### src/rtl/fence_trk_pkg.sv
package fence_trk_pkg;

    typedef enum logic {
        LDOM_DEFAULT = 1'b0,
        LDOM_REMOTE  = 1'b1
    } ldom_e;

    typedef enum logic {
        FST_IDLE = 1'b0,
        FST_WAIT = 1'b1
    } fst_e;

    // index width for a table of n entries, never below one bit
    function automatic int idx_w(int n);
        return (n > 1) ? $clog2(n) : 1;
    endfunction

endpackage

### src/rtl/dom_map_table.sv
module dom_map_table
    import fence_trk_pkg::*;
#(
    parameter int NUM_DOM = 4,
    parameter int NUM_CTX = 8,
    localparam int DOM_W = idx_w(NUM_DOM),
    localparam int CTX_W = idx_w(NUM_CTX)
) (
    input  logic             clk,
    input  logic             rst,
    input  logic             cfg_we,
    input  logic [CTX_W-1:0] cfg_ctx,
    input  logic             cfg_ldom,
    input  logic [DOM_W-1:0] cfg_pdom,
    input  logic [CTX_W-1:0] a_ctx,
    input  logic             a_ldom,
    output logic [DOM_W-1:0] a_pdom,
    input  logic [CTX_W-1:0] b_ctx,
    input  logic             b_ldom,
    output logic [DOM_W-1:0] b_pdom
);

    localparam logic [DOM_W-1:0] RST_REMOTE = (NUM_DOM > 1) ? DOM_W'(1) : '0;

    logic [DOM_W-1:0] tbl [NUM_CTX][2];

    // out-of-range physical domains fold onto domain 0
    function automatic logic [DOM_W-1:0] fold(logic [DOM_W-1:0] v);
        return (int'(v) < NUM_DOM) ? v : '0;
    endfunction

    always_ff @(posedge clk) begin
        if (rst) begin
            for (int c = 0; c < NUM_CTX; c++) begin
                tbl[c][LDOM_DEFAULT] <= '0;
                tbl[c][LDOM_REMOTE]  <= RST_REMOTE;
            end
        end else if (cfg_we) begin
            tbl[cfg_ctx][cfg_ldom] <= fold(cfg_pdom);
        end
    end

    assign a_pdom = tbl[a_ctx][a_ldom];
    assign b_pdom = tbl[b_ctx][b_ldom];

    AST_TAG_RANGE: assert property (@(posedge clk) disable iff (rst)
        int'(a_pdom) < NUM_DOM);

    AST_CFG_NEXT: assert property (@(posedge clk) disable iff (rst)
        ($past(cfg_we) && !$past(rst) && a_ctx == $past(cfg_ctx) && a_ldom == $past(cfg_ldom))
        |-> a_pdom == fold($past(cfg_pdom)));

endmodule

### src/rtl/dom_out_ctr.sv
module dom_out_ctr #(
    parameter int CNT_W = 8
) (
    input  logic             clk,
    input  logic             rst,
    input  logic             inc,
    input  logic             dec,
    output logic [CNT_W-1:0] cnt,
    output logic             full
);

    always_ff @(posedge clk) begin
        if (rst) begin
            cnt <= '0;
        end else if (inc && !dec) begin
            cnt <= cnt + 1'b1;
        end else if (dec && !inc) begin
            cnt <= cnt - 1'b1;
        end
    end

    assign full = &cnt;

    AST_NO_OVERFLOW: assert property (@(posedge clk) disable iff (rst)
        (inc && !dec) |-> !full);

    AST_NO_UNDERFLOW: assert property (@(posedge clk) disable iff (rst)
        (dec && !inc) |-> cnt != '0);

    AST_BOTH_HOLD: assert property (@(posedge clk) disable iff (rst)
        (inc && dec) |=> $stable(cnt));

endmodule

### src/rtl/fence_waiter.sv
module fence_waiter
    import fence_trk_pkg::*;
#(
    parameter int NUM_DOM = 4,
    localparam int DOM_W = idx_w(NUM_DOM)
) (
    input  logic               clk,
    input  logic               rst,
    input  logic               req_vld,
    input  logic               req_sys,
    input  logic [DOM_W-1:0]   req_dom,
    output logic               req_rdy,
    input  logic [NUM_DOM-1:0] old_zero,
    output logic [NUM_DOM-1:0] cur_ep,
    output logic               done
);

    typedef struct packed {
        logic             sys;
        logic [DOM_W-1:0] dom;
    } fcap_t;

    fst_e               st;
    fcap_t              cap;
    logic               accept;
    logic               drained;
    logic [NUM_DOM-1:0] flip_mask;

    assign req_rdy = (st == FST_IDLE);
    assign accept  = req_vld && req_rdy;

    always_comb begin
        flip_mask = '0;
        if (accept) begin
            if (req_sys) flip_mask = '1;
            else         flip_mask = NUM_DOM'(1) << req_dom;
        end
    end

    assign drained = cap.sys ? (&old_zero) : old_zero[cap.dom];
    assign done    = (st == FST_WAIT) && drained;

    always_ff @(posedge clk) begin
        if (rst) begin
            st     <= FST_IDLE;
            cap    <= '0;
            cur_ep <= '0;
        end else begin
            cur_ep <= cur_ep ^ flip_mask;
            if (accept) begin
                st  <= FST_WAIT;
                cap <= '{sys: req_sys, dom: req_dom};
            end else if (done) begin
                st <= FST_IDLE;
            end
        end
    end

    AST_DONE_PULSE: assert property (@(posedge clk) disable iff (rst)
        done |=> !done);

    AST_RDY_AFTER_DONE: assert property (@(posedge clk) disable iff (rst)
        done |=> req_rdy);

    AST_BUSY_AFTER_ACCEPT: assert property (@(posedge clk) disable iff (rst)
        accept |=> !req_rdy);

endmodule

### src/rtl/dom_fence_tracker.sv
module dom_fence_tracker
    import fence_trk_pkg::*;
#(
    parameter int NUM_DOM = 4,
    parameter int NUM_CTX = 8,
    parameter int CNT_W   = 8,
    localparam int DOM_W = idx_w(NUM_DOM),
    localparam int CTX_W = idx_w(NUM_CTX)
) (
    input  logic             clk,
    input  logic             rst,
    input  logic             wr_vld,
    input  logic [CTX_W-1:0] wr_ctx,
    input  logic             wr_ldom,
    output logic             wr_rdy,
    output logic [DOM_W-1:0] wr_pdom,
    output logic             wr_epoch,
    input  logic             ack_vld,
    input  logic [DOM_W-1:0] ack_pdom,
    input  logic             ack_epoch,
    input  logic             fn_vld,
    output logic             fn_rdy,
    input  logic             fn_sys,
    input  logic [CTX_W-1:0] fn_ctx,
    input  logic             fn_ldom,
    output logic             fn_done,
    input  logic             cfg_we,
    input  logic [CTX_W-1:0] cfg_ctx,
    input  logic             cfg_ldom,
    input  logic [DOM_W-1:0] cfg_pdom
);

    logic [DOM_W-1:0]   fn_pdom;
    logic [NUM_DOM-1:0] cur_ep;
    logic [NUM_DOM-1:0] old_zero;
    logic [CNT_W-1:0]   cnt  [NUM_DOM][2];
    logic [1:0]         full [NUM_DOM];
    logic               wr_fire;

    dom_map_table #(.NUM_DOM(NUM_DOM), .NUM_CTX(NUM_CTX)) i_map (
        .clk      (clk),
        .rst      (rst),
        .cfg_we   (cfg_we),
        .cfg_ctx  (cfg_ctx),
        .cfg_ldom (cfg_ldom),
        .cfg_pdom (cfg_pdom),
        .a_ctx    (wr_ctx),
        .a_ldom   (wr_ldom),
        .a_pdom   (wr_pdom),
        .b_ctx    (fn_ctx),
        .b_ldom   (fn_ldom),
        .b_pdom   (fn_pdom)
    );

    fence_waiter #(.NUM_DOM(NUM_DOM)) i_fence (
        .clk      (clk),
        .rst      (rst),
        .req_vld  (fn_vld),
        .req_sys  (fn_sys),
        .req_dom  (fn_pdom),
        .req_rdy  (fn_rdy),
        .old_zero (old_zero),
        .cur_ep   (cur_ep),
        .done     (fn_done)
    );

    assign wr_epoch = cur_ep[wr_pdom];
    assign wr_rdy   = !full[wr_pdom][wr_epoch];
    assign wr_fire  = wr_vld && wr_rdy;

    for (genvar d = 0; d < NUM_DOM; d++) begin : g_dom
        for (genvar e = 0; e < 2; e++) begin : g_ep
            logic inc;
            logic dec;
            assign inc = wr_fire && (wr_pdom == DOM_W'(d)) && (wr_epoch == 1'(e));
            assign dec = ack_vld && (ack_pdom == DOM_W'(d)) && (ack_epoch == 1'(e));
            dom_out_ctr #(.CNT_W(CNT_W)) i_ctr (
                .clk  (clk),
                .rst  (rst),
                .inc  (inc),
                .dec  (dec),
                .cnt  (cnt[d][e]),
                .full (full[d][e])
            );
        end
        // the epoch not currently handed out holds pre-fence writes
        assign old_zero[d] = cur_ep[d] ? (cnt[d][0] == '0) : (cnt[d][1] == '0);
    end

    AST_IDLE_OLD_CLEAR: assert property (@(posedge clk) disable iff (rst)
        fn_rdy |-> (&old_zero));

    AST_ACK_LEGAL: assert property (@(posedge clk) disable iff (rst)
        ack_vld |-> int'(ack_pdom) < NUM_DOM);

endmodule

### config.mk
export PLATFORM = sky130hd
export DESIGN_NAME = dom_fence_tracker
export DESIGN_NICKNAME = d
export VERILOG_FILES = /design/src/rtl/fence_trk_pkg.sv /design/src/rtl/dom_map_table.sv /design/src/rtl/dom_out_ctr.sv /design/src/rtl/fence_waiter.sv /design/src/rtl/dom_fence_tracker.sv
export SDC_FILE = /design/constraint.sdc
export NUM_CORES = 1
export LEC_CHECK = 0
export ABC_AREA = 1
export BUFFER_PORTS_ARGS = -buffer_cell sky130_fd_sc_hd__buf_2
export CORE_MARGIN = 3
export CORE_UTILIZATION = 61
export CTS_BUF_LIST = sky130_fd_sc_hd__clkbuf_2
export DETAILED_ROUTE_END_ITERATION = 6
export PLACE_DENSITY = 0.84
export SKIP_CTS_REPAIR_TIMING = 1
export SLEW_MARGIN = 20
export SYNTH_ARGS = -nofsm -noshare
export SYNTH_HDL_FRONTEND = slang
export SYNTH_HIERARCHICAL = 1
export SYNTH_SLANG_ARGS = --single-unit
export TNS_END_PERCENT = 5
### constraint.sdc
create_clock -name clk -period 5.1 [get_ports clk]
set_clock_uncertainty 0.05 [all_clocks]
set_input_delay 1.02 -clock clk [delete_from_list [all_inputs] [get_ports clk]]
set_output_delay 1.02 -clock clk [all_outputs]
set_load 0.02 [all_outputs]
==> impl_metrics.csv, run 1 <==
group,metric,value,unit
run_status,outcome,"finished, final reports clean",
critical_path,cp_max_fo,17,
synthesis,synth_area_per_cell,6.656,um2
synthesis,synth_fp_nets,1361,
critical_path,worst-r2r-setup-slack,1.51,ns
cts,clock_tree.root_cell,"sky130_fd_sc_hd__clkbuf_2",
synthesis,part_of_the_yosys_area_used_for_sequential_elements,28.35,%
detailed_routing,wirelength,17510,um
final_layout,nNetsFinal,1368,
cts,numCtsBuffers,9,
detailed_routing,antenna_violating_nets_post_route,0,
die,die_area,0.01534,mm2
synthesis,synth.mux.area_fraction,0,%
final_layout,diodes,0,
sta,clock.fmax,238.9,MHz
detailed_routing,drc,0,
power,p_per_area,267.1,mW/mm2
sta,finalSetupViolations,0,
cts,worstSkewPairLatency,0.67,ns
sta,fin_setup_tns,0,ns
sta,finalWorstPathRequiredPeriod,4.186,ns
sta,unrepaired_setup_endpoints_after_global_routing,"false",
detailed_routing,routed_via_density,5.311,
cts,tritoncts,"done",
die,initial_utilization,63.23,%
critical_path,crit_arrival,3.12,ns
detailed_routing,drt_first_pass_iters,6,
synthesis,adder_and_majority_gate_portion_of_the_synthesized_area,10.16,%
sta,timing_max_transition_violations_final,0,
sta,worst-slew-pin-transition,0.7757,ns
critical_path,worstSetupStartpointType,"input pin",
global_routing,grt_max_degree,69,
critical_path,worst_setup_path_end_kind,"output pin",
placed_design,hpwl,13240,um
synthesis,yosys_warnings,6,
critical_path,worst-endpoint-required,4.03,ns
synthesis,combinational_family_with_the_most_area_after_synthesis,"simple AND/OR/NAND/NOR gates",
synthesis,synth_compound_area_share,4.784,%
global_routing,first_pass_grt_wire_length,30350,um
final_layout,final_common_cell,"sky130_fd_sc_hd__nand2_1",
die,die_height,123.9,um
cts,clock-sinks,104,
power,p_leak,0.004579,uW
die,die-width,123.9,um
final_layout,flow.area_growth_from_synthesis,2.909,%
sta,hold_violations,0,
critical_path,crit_type,"in -> out",
placed_design,io_buffers,29,
die,ios,30,
sta,layout_worst_path_cycle_share,82.07,%
flow_run,drv.max_cap_violation_count,0,
final_layout,final_core_util,65.07,%
final_layout,num-fill-cells,1195,
die,core_area,0.01340,mm2
synthesis,post_synth_instance_area,0.008473,mm2
die,core.rowCount,42,
final_layout,layout-drive-gt1-share,9.183,%
detailed_routing,routedWlPerCell,11.99,um
min_path,timing.hold.worst.class,"reg -> reg",
cts,cts_buffer_depth,2,
synthesis,synth-xor-area-share,2.658,%
synthesis,syn-instance-count,1273,
placed_design,gp_routability_congestion,0.9410,
cts,worst_path_clk_slew,0.28,ns
detailed_routing,vias,7759,
global_routing,grt_util_all_layers,24.13,%
cts,htree_levels,3,
synthesis,yosys.cell_types.count,36,
synthesis,basic_gate_share_of_the_synthesized_area_counting_and_or_nand_and_nor_cells,42.48,%
detailed_routing,detail_route.iter0.violations,806,
power,vdd.ir_drop.worst,189.9,uV
global_routing,antenna_found_initial,0,
sta,relSlewSlack,48.28,%
global_routing,grt_overflow_total,0,
final_layout,mostFrequentLayoutCells,"sky130_fd_sc_hd__nand2_1, sky130_fd_sc_hd__inv_1, sky130_fd_sc_hd__nor2_1",
synthesis,synth.ff_latch_count,104,
global_routing,via_count_of_the_first_global_routing_pass,6886,
cells in the mapped netlist, drive strengths merged:
library cell,instances,area [um2]
buf,25,214.0
clkbuf,9,33.78
edfxtp,32,960.9
nand4,22,137.6
nand3,164,880.9
a21oi,39,255.2
dfxtp,72,1441
clkinv,1,3.750
fa,8,160.2
inv,194,728.2
nor3,6,50.05
ha,56,700.7
xor2,24,225.2
nand3b,16,185.2
nor4,16,100.1
o21ai,18,90.09
nand2,360,1391
o21bai,8,60.06
or2,16,120.1
nor2,187,734.4
report_power, final:
group | total [uW] | internal (uW) | switching [uW] | leakage, uW
clock network | 411 | 84.7 | 326 | 0.0000752
registers | 1000 | 923 | 76.8 | 0.000899
logic | 918 | 356 | 562 | 0.00361
final timing paths:
check | to | cells after the start | start
worst max-delay path | wr_rdy | 14 | wr_ctx[0]
worst min-delay path | i_fence/cap[2] | 2 | i_fence/cap[2]
worst max register to register | g_dom[3].g_ep[1].i_ctr/cnt[5] | 25 | i_map/tbl[5][0]
worst min register to register | i_fence/cap[2] | 2 | i_fence/cap[2]
area by class of cell:
| type | instances | area (um2) | share of cell area (%) |
|---|---|---|---|
| Tap cell | 176 | 220.2 | 2.525 |
| Sequential cell | 104 | 2402 | 27.55 |
| Inverter | 195 | 732.0 | 8.394 |
| Multi-Input combinational cell | 940 | 5091 | 58.39 |
| Clock buffer | 9 | 45.04 | 0.5166 |
| Clock inverter | 7 | 76.32 | 0.8753 |
| Timing Repair Buffer | 30 | 152.6 | 1.751 |
metrics by stage:
stage               instances  instance area, um2  worst slack [ns]  hold slack (ns)  total power, uW
floorplan                1273                8473            0.9664           0.3839             1770
global placement         1445                8598            0.5906           0.4079             1899
detailed placement       1445                8598            0.4745           0.4032             1926
CTS                      1461                8720            0.9499           0.4325             2344
global route             1461                8720            0.6679           0.4759             2536
finish                   1461                8720            0.9144           0.4348             2329
registers in the layout, indices dropped and copies added (netlist names):
signal and cells:
g_dom.g_ep.i_ctr/cnt 64, i_fence/cap 3, i_fence/cur_ep 4, i_fence/st 1
i_map/tbl 32
per-layer routing:
metal	global-route usage [%]	wire length, um
met1	32.27	8169
met2	40.82	8400
met3	3.451	663
met4	6.644	278
met5	0	0
critical path, cell delays in order:
cell	delay [ns]
sky130_fd_sc_hd__buf_2	0.26
sky130_fd_sc_hd__inv_2	0.19
sky130_fd_sc_hd__nand2_1	0.10
sky130_fd_sc_hd__nand3_1	0.07
sky130_fd_sc_hd__nand3_1	0.11
sky130_fd_sc_hd__nand3_1	0.07
sky130_fd_sc_hd__nand2_1	0.37
sky130_fd_sc_hd__nor2_1	0.19
sky130_fd_sc_hd__nand2_1	0.11
sky130_fd_sc_hd__nand2_2	0.06
sky130_fd_sc_hd__nor2_4	0.21
sky130_fd_sc_hd__nand2_4	0.07
sky130_fd_sc_hd__nand2_4	0.08
sky130_fd_sc_hd__buf_2	0.18
logic make-up after synthesis:
logic type / count (synthesis)
simple gates: 787
buf+inv: 229
flops: 104
compound gates: 65
fa+ha+maj: 64
xor+xnor: 24
Power figures use the tool's default switching activity.
==> run 2, diff against run 1 <==
==> constraint.sdc (replaced) <==
create_clock -name clk -period 4.35 [get_ports clk]
set_clock_uncertainty 0.05 [all_clocks]
set_input_delay 0.87 -clock clk [delete_from_list [all_inputs] [get_ports clk]]
set_output_delay 0.87 -clock clk [all_outputs]
set_load 0.02 [all_outputs]
==> impl_metrics.csv, run 2 (synthesis results as in run 1) <==
group,metric,value,unit
run_status,outcome,"finished, final reports clean",
detailed_routing,routed_via_density,5.292,
critical_path,most_common_cell_type_on_the_critical_path,"sky130_fd_sc_hd__nand3_1",
power,vdd.ir_drop.worst,198.0,uV
critical_path,crit_type,"in -> out",
detailed_routing,routedWlPerCell,12.26,um
sta,finalWorstPathRequiredPeriod,3.674,ns
sta,clock.fmax,272.2,MHz
final_layout,diodes,0,
critical_path,start_point_of_the_critical_path,"wr_ctx[0]",
detailed_routing,drt_first_pass_iters,5,
sta,setup_slack,0.6764,ns
final_layout,num-fill-cells,1216,
final_layout,final_cell_area,0.008752,mm2
critical_path,worst_setup_path_end_kind,"output pin",
cts,htree_levels,3,
sta,worst-slew-pin-transition,0.7629,ns
critical_path,cp_slowest_cell,"sky130_fd_sc_hd__buf_4",
final_layout,layout_top_registers,"g_dom.g_ep.i_ctr/cnt x64, i_map/tbl x32, i_fence/cur_ep x4",
global_routing,via_count_of_the_first_global_routing_pass,7062,
final_layout,top_register,"g_dom.g_ep.i_ctr/cnt",
die,core.rowCount,42,
critical_path,cp_max_fo,16,
global_routing,grt_overflow_total,0,
final_layout,mostFrequentLayoutCells,"sky130_fd_sc_hd__nand2_1, sky130_fd_sc_hd__inv_1, sky130_fd_sc_hd__nor2_1",
final_layout,nNetsFinal,1371,
cts,clock-sinks,104,
global_routing,grt_max_degree,69,
sta,fin_setup_tns,0,ns
die,ios,30,
critical_path,path_cells,"buf_2 > inv_2 > nand2_1 > nand3_1 > nand3_1 > nand3_1 > nand2_1 > buf_4 > nand3_1 > nand2_1 > nor2_4 > nand2_4 > nand2_4 > buf_2",
sta,hold_violations,0,
critical_path,setup.worst_path.end,"wr_rdy",
cts,cts_buffer_depth,2,
cts,clock_tree.root_cell,"sky130_fd_sc_hd__clkbuf_2",
global_routing,first_pass_grt_wire_length,30890,um
global_routing,grt_util_all_layers,24.53,%
final_layout,layout-drive-gt1-share,9.394,%
global_routing,antenna_found_initial,0,
sta,unrepaired_setup_endpoints_after_global_routing,"false",
die,die_area,0.01534,mm2
critical_path,crit_arrival,2.75,ns
cts,numCtsBuffers,9,
cts,tritoncts,"done",
detailed_routing,detail_route.iter0.violations,763,
placed_design,preCtsSetupSlack,0.1111,ns
cts,worst_path_clk_slew,0.29,ns
critical_path,worst-endpoint-required,3.43,ns
die,die-width,123.9,um
die,core_area,0.01340,mm2
detailed_routing,vias,7747,
final_layout,flow.area_growth_from_synthesis,3.293,%
detailed_routing,antenna_violating_nets_post_route,0,
sta,timing_max_transition_violations_final,0,
critical_path,worst-r2r-setup-slack,0.82,ns
detailed_routing,drc,0,
die,die_height,123.9,um
critical_path,critical_path.max_stage_delay,0.25,ns
placed_design,gp_routability_congestion,0.9386,
critical_path,worstSetupStartpointType,"input pin",
final_layout,max_ffs_per_register,64,
final_layout,layout.area.seq,0.002402,mm2
detailed_routing,wirelength,17940,um
critical_path,rr_worst_depth,25,
critical_path,r2r-end,"g_dom[0].g_ep[1].i_ctr/cnt[7]",
placed_design,hpwl,13480,um
cts,worstSkewPairLatency,0.68,ns
power,p_leak,0.004599,uW
sta,finalSetupViolations,0,
final_layout,footprint_of_the_multi_input_gates,0.005091,mm2
power,total_power,2766,uW
final_layout,final_core_util,65.31,%
flow_run,drv.max_cap_violation_count,0,
power,p_per_area,316.0,mW/mm2
sta,relSlewSlack,49.14,%
min_path,timing.hold.worst.class,"in -> reg",
die,initial_utilization,63.23,%
placed_design,io_buffers,29,
sta,layout_worst_path_cycle_share,84.45,%
critical_path,r2r-start,"i_map/tbl[4][2]",
placed_design,post_dp_cell_area,0.008621,mm2
final_layout,final_common_cell,"sky130_fd_sc_hd__nand2_1",
==> run 2: final cells by class <==
cell class	count	share of cell area, %
well taps	176	2.516
clock buffers	9	0.5147
clock inverters	7	0.9864
inverters	195	8.363
repair buffers	33	2.001
flip-flops and latches	104	27.45
multi-input cells	940	58.17
==> run 2: how the worst min path moves through the flow <==
stage	cells past startpoint	slack, ns	start	endpoint
finish	3	0.43	fn_sys	i_fence/cap[2]
global route	3	0.40	fn_vld	i_fence/st
CTS	3	0.37	fn_sys	i_fence/cap[2]
detailed placement	2	0.40	i_fence/cap[2]	i_fence/cap[2]
global placement	2	0.40	i_fence/cap[2]	i_fence/cap[2]
floorplan	2	0.38	i_fence/cap[2]	i_fence/cap[2]
==> run 2: routing by layer <==
layer,track usage (%),share of wire [%],up-vias
met3,3.906,4.1,28
met2,43.29,48,184
met5,0,0,-
met1,30.93,46,3466
met4,6.920,1.9,0
li1,-,-,4069
==> run 2: through the flow <==
| stage | hold slack (ns) | std cells |
|---|---|---|
| 5_1_grt | 0.4001 | 1464 |
| 2_1_floorplan | 0.3839 | 1273 |
| 4_1_cts | 0.3727 | 1464 |
| 3_3_place_gp | 0.4049 | 1448 |
| 3_5_place_dp | 0.4026 | 1448 |
| 6_report | 0.4258 | 1464 |
==> run 2: power breakdown <==
part	internal, uW	switching, uW	total, uW	leakage, uW
logic	421	667	1090	0.00362
clock network	107	396	503	0.0000799
registers	1080	90.9	1170	0.000899
==> run 2: critical path, delay by kind of cell <==
family	cells	cell delay, ns
buffers and inverters	4	0.82
and+or+nand+nor	10	1.07
